<file path="src/rtl/adc_scan_pkg.sv">
package adc_scan_pkg;

   typedef enum logic [2:0] {
      ST_IDLE  = 3'd0,
      ST_START = 3'd1,
      ST_BUSY  = 3'd2,
      ST_WR_HI = 3'd3,
      ST_WR_LO = 3'd4,
      ST_ADV   = 3'd5
   } scan_state_t;

   // byte select within a channel slot
   localparam logic BYTE_HI = 1'b0;
   localparam logic BYTE_LO = 1'b1;

endpackage

</file>
<file path="src/rtl/adc_scan_regs.sv">
module adc_scan_regs #(
   parameter int REG_W  = 8,
   parameter int CHAN_W = 4
) (
   input  logic              clk,
   input  logic              rst_n,
   input  logic              ctrl_wr,
   input  logic [REG_W-1:0]  ctrl_wdata,
   input  logic              base_wr,
   input  logic [REG_W-1:0]  base_wdata,
   output logic              cfg_run,
   output logic              cfg_irq_en,
   output logic [CHAN_W-1:0] cfg_last,
   output logic [REG_W-2:0]  cfg_base_hi,
   output logic [REG_W-1:0]  ctrl_rdata
);
   localparam int RUN_BIT = REG_W - 1;
   localparam int IRQ_BIT = REG_W - 2;

   if (CHAN_W > REG_W - 2) begin : g_bad_chan_w
      $error("adc_scan_regs: last-channel field overlaps control flags");
   end

   logic              run_q;
   logic              irq_en_q;
   logic [CHAN_W-1:0] last_q;
   logic [REG_W-2:0]  base_q;
   logic              unused_wbits;

   always_ff @(posedge clk or negedge rst_n) begin
      if (!rst_n) begin
         run_q    <= 1'b0;
         irq_en_q <= 1'b0;
         last_q   <= '0;
      end else if (ctrl_wr) begin
         run_q    <= ctrl_wdata[RUN_BIT];
         irq_en_q <= ctrl_wdata[IRQ_BIT];
         last_q   <= ctrl_wdata[CHAN_W-1:0];
      end
   end

   always_ff @(posedge clk or negedge rst_n) begin
      if (!rst_n) begin
         base_q <= '0;
      end else if (base_wr) begin
         base_q <= base_wdata[REG_W-1:1];
      end
   end

   // readback: reserved positions are tied low
   always_comb begin
      ctrl_rdata = '0;
      for (int i = 0; i < REG_W; i++) begin
         if (i == RUN_BIT)      ctrl_rdata[i] = run_q;
         else if (i == IRQ_BIT) ctrl_rdata[i] = irq_en_q;
         else if (i < CHAN_W)   ctrl_rdata[i] = last_q[i];
      end
   end

   assign unused_wbits = ^{ctrl_wdata[IRQ_BIT-1:CHAN_W], base_wdata[0]};

   assign cfg_run     = run_q;
   assign cfg_irq_en  = irq_en_q;
   assign cfg_last    = last_q;
   assign cfg_base_hi = base_q;

endmodule

</file>
<file path="src/rtl/adc_scan_chan.sv">
module adc_scan_chan #(
   parameter int CHAN_W = 4
) (
   input  logic              clk,
   input  logic              rst_n,
   input  logic              run,
   input  logic              idle,
   input  logic              step,
   input  logic [CHAN_W-1:0] cfg_last,
   output logic [CHAN_W-1:0] cur_chan,
   output logic              at_last
);
   localparam logic [CHAN_W-1:0] CH_ONE = {{(CHAN_W-1){1'b0}}, 1'b1};

   logic [CHAN_W-1:0] cur_q;
   logic [CHAN_W-1:0] last_act_q;

   assign at_last = (cur_q == last_act_q);

   always_ff @(posedge clk or negedge rst_n) begin
      if (!rst_n) begin
         cur_q      <= '0;
         last_act_q <= '0;
      end else if (!run || idle) begin
         cur_q      <= '0;
         last_act_q <= cfg_last;
      end else if (step) begin
         if (at_last) begin
            cur_q      <= '0;
            last_act_q <= cfg_last;   // new limit applies per pass
         end else begin
            cur_q <= cur_q + CH_ONE;
         end
      end
   end

   assign cur_chan = cur_q;

endmodule

</file>
<file path="src/rtl/adc_scan_fsm.sv">
module adc_scan_fsm
   import adc_scan_pkg::*;
#(
   parameter int RES_W  = 16,
   parameter int BYTE_W = 8
) (
   input  logic              clk,
   input  logic              rst_n,
   input  logic              run,
   input  logic              irq_en,
   input  logic              at_last,
   input  logic              conv_done,
   input  logic [RES_W-1:0]  conv_data,
   output logic              conv_start,
   output logic              idle,
   output logic              step,
   output logic              wr_en,
   output logic              byte_sel,
   output logic [BYTE_W-1:0] wr_byte,
   output logic              irq
);
   localparam int SLOT_W = 2 * BYTE_W;

   if (RES_W > SLOT_W || RES_W <= BYTE_W) begin : g_bad_res_w
      $error("adc_scan_fsm: result width must fit a two-byte slot");
   end

   scan_state_t       st_q, st_d;
   logic [SLOT_W-1:0] res_q;
   logic [SLOT_W-1:0] res_ext;
   logic              irq_q;

   // result widening variant
   if (RES_W == SLOT_W) begin : g_full
      assign res_ext = conv_data;
   end else begin : g_pad
      assign res_ext = {{(SLOT_W-RES_W){1'b0}}, conv_data};
   end

   always_comb begin
      st_d = st_q;
      if (!run) begin
         st_d = ST_IDLE;
      end else begin
         case (st_q)
            ST_IDLE:  st_d = ST_START;
            ST_START: st_d = ST_BUSY;
            ST_BUSY:  st_d = conv_done ? ST_WR_HI : ST_BUSY;
            ST_WR_HI: st_d = ST_WR_LO;
            ST_WR_LO: st_d = ST_ADV;
            ST_ADV:   st_d = ST_START;
            default:  st_d = ST_IDLE;
         endcase
      end
   end

   always_ff @(posedge clk or negedge rst_n) begin
      if (!rst_n) begin
         st_q <= ST_IDLE;
      end else begin
         st_q <= st_d;
      end
   end

   always_ff @(posedge clk or negedge rst_n) begin
      if (!rst_n) begin
         res_q <= '0;
      end else if (st_q == ST_BUSY && conv_done) begin
         res_q <= res_ext;
      end
   end

   always_ff @(posedge clk or negedge rst_n) begin
      if (!rst_n) begin
         irq_q <= 1'b0;
      end else begin
         irq_q <= step && at_last && irq_en;
      end
   end

   assign conv_start = run && (st_q == ST_START);
   assign idle       = (st_q == ST_IDLE);
   assign step       = run && (st_q == ST_ADV);
   assign wr_en      = run && (st_q == ST_WR_HI || st_q == ST_WR_LO);
   assign byte_sel   = (st_q == ST_WR_LO) ? BYTE_LO : BYTE_HI;
   assign wr_byte    = byte_sel ? res_q[BYTE_W-1:0] : res_q[SLOT_W-1:BYTE_W];
   assign irq        = irq_q;

endmodule

</file>
<file path="src/rtl/adc_scan_dma.sv">
module adc_scan_dma #(
   parameter int REG_W  = 8,
   parameter int CHAN_W = 4,
   parameter int RES_W  = 16,
   parameter int BYTE_W = 8,
   parameter int ADDR_W = (REG_W - 1) + CHAN_W + 1
) (
   input  logic              clk,
   input  logic              rst_n,
   input  logic              ctrl_wr,
   input  logic [REG_W-1:0]  ctrl_wdata,
   output logic [REG_W-1:0]  ctrl_rdata,
   input  logic              base_wr,
   input  logic [REG_W-1:0]  base_wdata,
   output logic              conv_start,
   output logic [CHAN_W-1:0] conv_chan,
   input  logic              conv_done,
   input  logic [RES_W-1:0]  conv_data,
   output logic              mem_we,
   output logic [ADDR_W-1:0] mem_addr,
   output logic [BYTE_W-1:0] mem_wdata,
   output logic              scan_irq
);
   localparam int ADDR_CALC = (REG_W - 1) + CHAN_W + 1;

   if (ADDR_W != ADDR_CALC) begin : g_bad_addr_w
      $error("adc_scan_dma: ADDR_W must equal base, channel and byte bits");
   end

   logic              cfg_run;
   logic              cfg_irq_en;
   logic [CHAN_W-1:0] cfg_last;
   logic [REG_W-2:0]  cfg_base_hi;
   logic [CHAN_W-1:0] cur_chan;
   logic              at_last;
   logic              idle;
   logic              step;
   logic              byte_sel;

   adc_scan_regs #(.REG_W(REG_W), .CHAN_W(CHAN_W)) u_regs (
      .clk         (clk),
      .rst_n       (rst_n),
      .ctrl_wr     (ctrl_wr),
      .ctrl_wdata  (ctrl_wdata),
      .base_wr     (base_wr),
      .base_wdata  (base_wdata),
      .cfg_run     (cfg_run),
      .cfg_irq_en  (cfg_irq_en),
      .cfg_last    (cfg_last),
      .cfg_base_hi (cfg_base_hi),
      .ctrl_rdata  (ctrl_rdata)
   );

   adc_scan_chan #(.CHAN_W(CHAN_W)) u_chan (
      .clk      (clk),
      .rst_n    (rst_n),
      .run      (cfg_run),
      .idle     (idle),
      .step     (step),
      .cfg_last (cfg_last),
      .cur_chan (cur_chan),
      .at_last  (at_last)
   );

   adc_scan_fsm #(.RES_W(RES_W), .BYTE_W(BYTE_W)) u_fsm (
      .clk        (clk),
      .rst_n      (rst_n),
      .run        (cfg_run),
      .irq_en     (cfg_irq_en),
      .at_last    (at_last),
      .conv_done  (conv_done),
      .conv_data  (conv_data),
      .conv_start (conv_start),
      .idle       (idle),
      .step       (step),
      .wr_en      (mem_we),
      .byte_sel   (byte_sel),
      .wr_byte    (mem_wdata),
      .irq        (scan_irq)
   );

   // slot address: base high bits, channel, byte within slot
   assign mem_addr  = {cfg_base_hi, cur_chan, byte_sel};
   assign conv_chan = cur_chan;

endmodule

</file>
<file path="config.mk">
export PLATFORM = sky130hd
export DESIGN_NAME = adc_scan_dma
export DESIGN_NICKNAME = d
export VERILOG_FILES = /design/src/rtl/adc_scan_pkg.sv /design/src/rtl/adc_scan_regs.sv /design/src/rtl/adc_scan_chan.sv /design/src/rtl/adc_scan_fsm.sv /design/src/rtl/adc_scan_dma.sv
export SDC_FILE = /design/constraint.sdc
export NUM_CORES = 1
export LEC_CHECK = 0
export BUFFER_PORTS_ARGS = -buffer_cell sky130_fd_sc_hd__buf_2
export CAP_MARGIN = 10
export CORE_UTILIZATION = 25
export CTS_CLUSTER_DIAMETER = 60
export DETAILED_ROUTE_END_ITERATION = 10
export PLACE_DENSITY = 0.51
export RECOVER_POWER = 25
export SYNTH_ARGS = -nofsm -noshare
export SYNTH_HDL_FRONTEND = slang
export SYNTH_SLANG_ARGS = --single-unit
export TNS_END_PERCENT = 10
</file>
<file path="constraint.sdc">
create_clock -name clk -period 1.3 [get_ports clk]
set_input_delay 0.065 -clock clk [delete_from_list [all_inputs] [get_ports clk]]
set_output_delay 0.065 -clock clk [all_outputs]
set_load 0.005 [all_outputs]
</file>
# Yosys cells after proc, flatten, opt, wreduce, memory -nomap -nowiden
# Cells that the tools add are included.
[classes]
addsub = 1
multipliers = 0
n_div = 0
order_cmp = 0
n_eq_ne = 6
shift = 0
n_mux = 11
bitwise = 0
reduce_logical = 14
[op_table]
columns = ["operator", "count"]
rows = [
  ["$mux W4", 6],
  ["$pmux W3 S5", 1],
  ["$mux W8", 1],
  ["$eq A3 B2 Y1 const B", 2],
  ["$eq A3 B3 Y1 const B", 2],
  ["$logic_and A1 B1 Y1", 6],
  ["$add A4 B1 Y4 const B", 1],
  ["$eq A4 B4 Y1", 1],
  ["$reduce_bool A2 Y1", 2],
  ["$eq A3 B1 Y1 const B", 1],
  ["$logic_not A3 Y1", 1],
  ["$mux W3", 1],
  ["$logic_or A1 B1 Y1", 2],
  ["$mux W1", 2],
  ["$reduce_and A2 Y1", 1],
  ["$reduce_or A2 Y1", 1],
  ["$logic_not A1 Y1", 1],
]
[word_totals]
regBits = 41
latchBits = 0
ramBits = 0
romBits = 0
inputBits = 37
output_inout_bits = 35
elab_cells = 41
mem_count = 0

# Depth between registers and ports, before layout
# Gate-level depths: netlist of run 1.
[logic_depth]
ltp_word = 4
ltp_mapped = 5
ltp_nobuf = 4

# Cells and area by module
# Synthesis of run 1 repeated with hierarchy kept, for this count alone.
[hier_totals]
hier_cells = 144
hier_area_um2 = 2070.7
[by_module_without_submodules]
columns = ["mod", "n_inst", "cells_per_inst", "area_per_inst_um2", "seq_area_each_um2"]
rows = [
  ["adc_scan_fsm", 1, 64, 993.5, 500.5],
  ["adc_scan_regs", 1, 37, 606.8, 325.3],
  ["adc_scan_chan", 1, 38, 432.9, 200.2],
  ["adc_scan_dma", 1, 5, 37.5, 0.0],
]

# Worst setup path after synthesis of run 1
# No wires, ideal clock.
[synth_timing]
path_type = "reg-to-reg"
startpoint = "reg u_chan.cur_q[2] (netlist: u_chan.cur_chan[2])"
endpoint = "reg u_chan.last_act_q[0]"
setup_ns = 0.128
arrival_time_ns = 1.362
required_ns = 1.172
path_slack_ns = -0.190
path_stages_with_launch = 5
path_buffers = 0
synth_period_minus_slack_ns = 1.490
path_cell_list = "dfrtp_1 xnor2_1 nand4_2 o21bai_4 mux2_1"
[synth_between]
elab_chain_cells = 3
[synth_lines]
columns = ["item", "line_no", "rtl"]
rows = [
  ["start, declared", "adc_scan_chan.sv:15", "logic [CHAN_W-1:0] cur_q;"],
  ["start signal, assigned", "adc_scan_chan.sv:32", "cur_q <= cur_q + CH_ONE;"],
  ["$eq A4 B4 Y1", "adc_scan_chan.sv:18", "assign at_last = (cur_q == last_act_q);"],
  ["$reduce_bool A2 Y1 (no line)", "--", ""],
  ["$reduce_and A2 Y1 (no line)", "--", ""],
  ["end signal, assigned", "adc_scan_chan.sv:26", "last_act_q <= cfg_last;"],
  ["end signal, assigned", "adc_scan_chan.sv:30", "last_act_q <= cfg_last;"],
  ["end, declared", "adc_scan_chan.sv:16", "logic [CHAN_W-1:0] last_act_q;"],
]
# Every way passes these cells.
# A chain may end at the register's enable or synchronous reset.

# Worst setup path in the final report of run 1
[layout_timing]
startpoint = "reg u_fsm.st_q[0]"
endpoint = "out mem_wdata[6]"
[layout_between]
elab_chain_cells = 3
[layout_lines]
columns = ["item", "line_no", "rtl"]
rows = [
  ["start, declared", "adc_scan_fsm.sv:28", "scan_state_t st_q, st_d;"],
  ["start signal, assigned", "adc_scan_fsm.sv:61", "st_q <= st_d;"],
  ["$eq A3 B3 Y1", "adc_scan_fsm.sv:85", "assign byte_sel = (st_q == ST_WR_LO) ? BYTE_LO : BYTE_HI;"],
  ["$mux W1", "adc_scan_fsm.sv:85", ""],
  ["$mux W8", "adc_scan_fsm.sv:86", "assign wr_byte = byte_sel ? res_q[BYTE_W-1:0] : res_q[SLOT_W-1:BYTE_W];"],
  ["end, declared", "adc_scan_dma.sv:21", "output logic [BYTE_W-1:0] mem_wdata,"],
]
# Every way passes these cells.

==> flow_metrics.tcl, run 1 <==
set metrics [dict create \
    status "finished, violations left" \
    violations "negative setup slack" \
    synth_top_family_by_area "multiplexers" \
    hold_end "u_regs.cfg_run$_DFFE_PN0P_" \
    instances_no_fill 337 \
    insertion_delay_ns 0.29 \
    ant_nets 0 \
    antenna_found_initial 0 \
    post-place-ws_ns -0.1385 \
    hpwl_um 2915 \
    cts_tree "yes" \
    via_per_inst 4.142 \
    dieArea_um2 7812 \
    setup_tns_ns -5.967 \
    synth_top_cell_by_area "dfrtp_1" \
    cts.sinks 41 \
    clk_pin_slew_worst_paths_ns 0.08 \
    setup_viol 32 \
    ff2ff_path_depth 4 \
    synth_simple_gate_area_frac 0.07042 \
    synth_adder_area_share 0.006707 \
    synthMuxAreaShare 0.2475 \
    ff2ff_setup_slack_ns -0.20 \
    io_buffer_count 66 \
    gr-total-overflow 0 \
    maxSlewHeadroom 0.5736 \
    hold_ws_ns 0.008243 \
    reg2reg_to "u_chan.last_act_q[0]$_DFFE_PN0P_" \
    synth_edf_count 0 \
    synth_compound_area_frac 0.04762 \
    grt_pass1_wl_um 6603 \
    synth_most_common_cell "dfrtp_1" \
    die_width_um 88.39 \
    cp.arrival_ns 1.59 \
    gp_congestion 0.7040 \
    worst_slew_pin_slew_ns 0.6396 \
    synth.top_cell.area_share 0.5500 \
    dpl_cell_area_um2 2404 \
    fill_cells 712 \
    max-vdd-ir-drop_v 0.0009348 \
    synth_xor_area_frac 0.02347 \
    grt_pass1_vias 1424 \
    cts_root_buffer "clkbuf_8" \
    hold_viol_final 0 \
    netlist_area_um2 1866 \
    ys_seq_elements 41 \
    die_h_um 88.39 \
    p_per_area_nw_per_um2 1486 \
    hold_class "in2reg" \
    finish.instance_area_um2 2834 \
    wl_um 4043 \
    rsz0062_at_grt "true" \
    min_path_cells 2 \
    core_um2 7214 \
    critical_path_class "reg2out" \
    numCtsBuffers 5 \
    slew_viol_final 0 \
    grt_max_degree 22 \
    drc 0 \
    cp-end-kind "output pin" \
    yosysSeqAreaShare 0.5500 \
    grt_use_total 0.1126 \
    synthTopCellsByCount "dfrtp_1 (41), mux2_2 (37), buf_4 (10)" \
    worstHoldStart "ctrl_wdata[7]" \
    drive_gt1_frac 0.6092 \
    dp_cells 307 \
    fmax_mhz 605.8 \
    ys.warnings.count 0 \
    finalCriticalPeriod_ns 1.651 \
    yosys_most_used_dff "dfrtp_1" \
    power.leakage_nw 1.322 \
    start_util 0.2586 \
    synth_cell_types 29 \
    clock_skew_ns 0.007304 \
    dr_total_vias 1396 \
    drtIter0Drc 55 \
    drt_pass1_iterations 4 \
    ios 72 \
    regArea_um2 1031 \
    fin_crit_sh 1.270 \
    nNetsFinal 275 \
    cap_violations 0 \
    crit_path_start_kind "flop" \
    fin_ws_ns -0.3507 \
    avgRoutedWirePerCell_um 12.00 \
    antenna_cells 0 \
    fp-row-count 31 \
    required_ns 1.24 \
    cts_buffer_depth 2 \
    htree_levels 2 \
    path_max_fanout 6 \
    multi_input_area_um2 813.3 \
    r2r-start "u_fsm.st_q[1]$_DFF_PN0_" \
    postSynthCellCount 136 \
    syn2layout_area_growth_pct 51.91 \
    synth_top_cells_by_area "dfrtp_1 (55%), mux2_2 (22%), buf_4 (4.0%)" \
    postSynth.asyncResetShare 1.000 \
    postSynthAreaPerCell_um2 13.72 \
]
==> placed cells by master (no fill, tap or decap), types with 2 or more instances in the layout <==
cell	instances
dfrtp_2	4
mux2_2	27
mux2_1	4
nor2_1	4
buf_6	11
xnor2_1	3
a21oi_1	2
clkbuf_8	5
o21ai_0	2
o21a_1	2
mux2_4	10
conb_1	2
nand2b_1	2
nand2_1	6
nand4b_1	2
buf_2	56
dfrtp_1	37
dlygate4sd3_1	18
buf_4	18
clkbuf_1	2
==> sequential cells by signal, summed over array words and instances (netlist names) <==
signal              cells
u_chan.cur_chan         4
u_chan.last_act_q       4
u_fsm.irq               1
u_fsm.res_q            16
u_fsm.st_q              3
u_regs.cfg_base_hi      7
u_regs.cfg_irq_en       1
u_regs.cfg_last         4
u_regs.cfg_run          1
==> how the worst max path moves through the flow <==
stage	startpoint	end
4_1_cts	u_fsm.st_q[0]$_DFF_PN0_	mem_wdata[6]
3_3_place_gp	u_fsm.st_q[1]$_DFF_PN0_	u_chan.last_act_q[3]$_DFFE_PN0P_
3_5_place_dp	u_fsm.st_q[1]$_DFF_PN0_	u_chan.last_act_q[0]$_DFFE_PN0P_
2_1_floorplan	u_chan.cur_chan[1]$_DFFE_PN0P_	u_chan.last_act_q[0]$_DFFE_PN0P_
6_report	u_fsm.st_q[0]$_DFF_PN0_	mem_wdata[6]
5_1_grt	u_fsm.st_q[0]$_DFF_PN0_	mem_wdata[1]
==> per-layer routing <==
layer  up-vias  routed length, um  track usage
met5         -                  0            0
met2        34               2007       0.1881
met4         0                 57      0.04399
met3         4                142      0.02519
li1        668                  -            -
met1       690               1835       0.1416
==> power breakdown <==
part | total, mW | switching, mW | internal [mW]
Sequential | 1.80 | 0.186 | 1.61
Clock | 1.03 | 0.454 | 0.577
Combinational | 1.38 | 0.434 | 0.948
==> cell type report <==
class / count / area share
sequential: 41 / 0.3638
multi-input combinational: 82 / 0.2870
timing repair buffer: 106 / 0.2649
tap: 99 / 0.04371
clock buffer: 6 / 0.02561
clock inverter: 2 / 0.01369
inverter: 1 / 0.001325
==> kinds of logic (layout without fill, tap and decap cells) <==
family                     after synthesis  in the layout
muxes                                   41             41
buffers and inverters                   14            115
xor gates and xnor gates                 5              5
other                                    1              2
and+or+nand+nor                         22             22
DFF                                     41             41
AOI/OAI and AO/OA                       11             11
adders and majority gates                1              1
==> per-stage QoR <==
step,utilization,power [mW]
6_report,0.3928,4.210
3_3_place_gp,0.3332,2.830
4_1_cts,0.3895,4.247
3_5_place_dp,0.3332,2.838
5_1_grt,0.3928,4.471
2_1_floorplan,-,2.409
==> what timing repair did <==
| action | 4_1_cts | 5_1_grt |
|---|---|---|
| gates resized for setup | 28 | 2 |
| hold endpoints to repair | 55 | 3 |
| hold buffers | 15 | 3 |
| setup buffers | 3 | 0 |
| setup endpoints to repair | 32 | 35 |
| cloned | 1 | 0 |
| pin swaps | 2 | 2 |
==> critical path, cell delays in order, from the launching register on <==
cell,delay [ns]
dfrtp_2,0.43
nor3b_4,0.25
buf_6,0.19
mux2_4,0.32
buf_6,0.12
Note: power is estimated with default switching activity, not from simulation.
==> inputs of run 2 (changes only) <==
--- a/config.mk
+++ b/config.mk
@@ -5,6 +5,8 @@
 export SDC_FILE = /design/constraint.sdc
 export NUM_CORES = 1
 export LEC_CHECK = 0
+export ABC_AREA = 1
+export ABC_CLOCK_PERIOD_IN_PS = 1300
 export BUFFER_PORTS_ARGS = -buffer_cell sky130_fd_sc_hd__buf_2
 export CAP_MARGIN = 10
 export CORE_UTILIZATION = 25
==> run 2 against run 1 <==
Net effect: largest power group unchanged; maximum frequency grew 17%; design area shrank 5.1%; sequential share of layout area grew 1.9 points; area after synthesis grew 6.4%; worst setup slack gained 0.24 ns; the run still ends with negative setup slack left; synthesized cell count grew 64%; highest routed layer unchanged.
==> flow_metrics.tcl, run 2 <==
set metrics [dict create \
    synth_cell_types 23 \
    start_util 0.2583 \
    wl_um 4216 \
    grt_pass1_vias 1566 \
    ys_seq_elements 41 \
    cts_buffer_depth 2 \
    hpwl_um 3080 \
    cts_tree "yes" \
    grt_pass1_wl_um 7238 \
    setup_viol 11 \
    use_met2 0.1698 \
    largest-register "u_fsm.res_q" \
    io_buffer_count 66 \
    power.leakage_nw 1.415 \
    max-vdd-ir-drop_v 0.0006571 \
    syn2layout_area_growth_pct 35.41 \
    final_common_cell "buf_2" \
    largest_reg_flops 16 \
    via_per_inst 4.061 \
    ff2ff_setup_slack_ns 0.05 \
    fill_cells 815 \
    numCtsBuffers 5 \
    required_ns 1.24 \
    grt_busiest_layer "met2" \
    hold_class "in2reg" \
    cp.arrival_ns 1.35 \
    postSynthCellCount 223 \
    drive_gt1_frac 0.4098 \
    core_um2 7687 \
    use_met1 0.1435 \
    cts.sinks 41 \
    gr-total-overflow 0 \
    postSynthAreaPerCell_um2 8.904 \
    antenna_found_initial 0 \
    clock_skew_ns 0.001825 \
    hold_viol_final 0 \
    synth_top_cells_by_area "dfrtp_1 (52%), nand2_1 (13%), mux2_2 (6.2%)" \
    worst_slew_pin_slew_ns 1.042 \
    fin_crit_sh 1.087 \
    clk_pin_slew_worst_paths_ns 0.07 \
    critical_path_class "reg2out" \
    rsz0062_at_grt "true" \
    gp_congestion 0.7306 \
    hold_ws_ns 0.009145 \
    yosysSeqAreaShare 0.5167 \
    maxSlewHeadroom 0.3055 \
    setup_tns_ns -0.8443 \
    fmax_mhz 707.5 \
    dr_total_vias 1653 \
    ios 72 \
    ant_nets 0 \
    synth_edf_count 0 \
    avgRoutedWirePerCell_um 10.36 \
    die_h_um 91.12 \
    grt_util_met3 0.02261 \
    violations "negative setup slack" \
    yosys_most_used_dff "dfrtp_1" \
    total_power_mw 3.581 \
    antenna_cells 0 \
    dieArea_um2 8303 \
    htree_levels 2 \
    drt_pass1_iterations 4 \
    finalCriticalPeriod_ns 1.413 \
    postSynth.asyncResetShare 1.000 \
    cp-end-kind "output pin" \
    slew_viol_final 0 \
    crit_path_start_kind "flop" \
    drc 0 \
    cts_root_buffer "clkbuf_8" \
    nNetsFinal 342 \
    p_per_area_nw_per_um2 1332 \
    path_max_fanout 6 \
    synthTopCellsByCount "nand2_1 (67), dfrtp_1 (41), inv_1 (24)" \
    drtIter0Drc 68 \
    grt_max_degree 34 \
    cap_violations 0 \
    final_cell_mix "buf_2 (65), nand2_1 (59), dfrtp_1 (39), inv_1 (23), o21ai_1 (16)" \
    fp-row-count 32 \
    netlist_area_um2 1986 \
    die_width_um 91.12 \
    synth_top_cell_by_area "dfrtp_1" \
    ys.warnings.count 0 \
    synth.top_cell.area_share 0.5167 \
    insertion_delay_ns 0.28 \
    synth_most_common_cell "nand2_1" \
    grt_use_total 0.1084 \
    status "finished, violations left" \
    fin_ws_ns -0.1134 \
]
run 2: cell types whose count changed in the layout (fill, tap and decap cells not counted), moves of 11 or more:
cell	previous run	this run
nand2_1	6	59
inv_1	0	23
mux2_2	27	11
o21ai_1	0	16
nand3_1	1	12
run 2: final cells by class:
class / instances / area, um2 / share of cell area
inverter: 30 / 115.1 / 0.04281
tap: 102 / 127.6 / 0.04746
multi-input combinational: 139 / 797.0 / 0.2964
clock buffer: 8 / 80.08 / 0.02978
timing repair buffer: 87 / 540.5 / 0.2010
sequential: 41 / 1028 / 0.3825
run 2: cell families (layout without fill, tap and decap cells):
logic type               after synthesis  after routing  share of synthesized area
AO/OA/AOI/OAI                         25             25                    0.06869
XOR/XNOR                               1              1                   0.004412
adder cells (fa/ha/maj)                1              1                   0.006300
buffers and inverters                 44            125                     0.1046
flip-flops                            41             41                     0.5167
multiplexers                          11             11                    0.06238
other                                  1              2                   0.001889
AND/OR/NAND/NOR                       99             99                     0.2350
run 2: stage by stage:
stage | util | instance area (um2) | setup WS, ns | instances
after floorplan | - | 1989 | 0.1862 | 224
after global placement | 0.3171 | 2437 | 0.08141 | 386
after detailed placement | 0.3171 | 2437 | 0.07268 | 386
after CTS | 0.3452 | 2654 | -0.1401 | 407
after global routing | 0.3498 | 2689 | -0.2322 | 407
final | 0.3498 | 2689 | -0.1134 | 407
run 2: critical path, cell delays in order, from the launching register on:
cell	delay, ns
dfrtp_2	0.48
nor2_4	0.21
buf_6	0.17
nand2_2	0.06
nand2_2	0.05
buf_2	0.10
run 2: final timing paths:
| kind | from | end | cells after the start |
|---|---|---|---|
| worst min-delay path | conv_data[12] | u_fsm.res_q[12]$_DFFE_PN0P_ | 3 |
| worst min register to register | u_fsm.res_q[8]$_DFFE_PN0P_ | u_fsm.res_q[8]$_DFFE_PN0P_ | 2 |
| max in group asynchronous | rst_n | u_fsm.st_q[2]$_DFF_PN0_ | 3 |
| min in group asynchronous | rst_n | u_regs.cfg_base_hi[3]$_DFFE_PN0P_ | 2 |
| worst max-delay path | u_fsm.st_q[0]$_DFF_PN0_ | mem_wdata[0] | 5 |
| worst max register to register | u_fsm.st_q[1]$_DFF_PN0_ | u_chan.last_act_q[1]$_DFFE_PN0P_ | 7 |
run 2: what timing repair did:
action	in CTS	in global routing
gates resized for setup	6	12
endpoints found under the hold margin	26	0
pin swaps	3	6
setup endpoints to repair	11	27
buffers inserted	3	0
hold buffers	10	0
run 2: where the power goes:
part / internal, mW / switching, mW / leakage [nW]
registers: 1.60 / 0.214 / 0.509
clock network: 0.382 / 0.408 / 0.0395
logic: 0.478 / 0.499 / 0.866
total: 2.46 / 1.12 / 1.41
run 2: metal layers:
layer | vias up | share of wire
met5 | - | 0
met4 | 0 | 0.021
met3 | 7 | 0.033
met2 | 40 | 0.46
met1 | 756 | 0.48
li1 | 850 | -
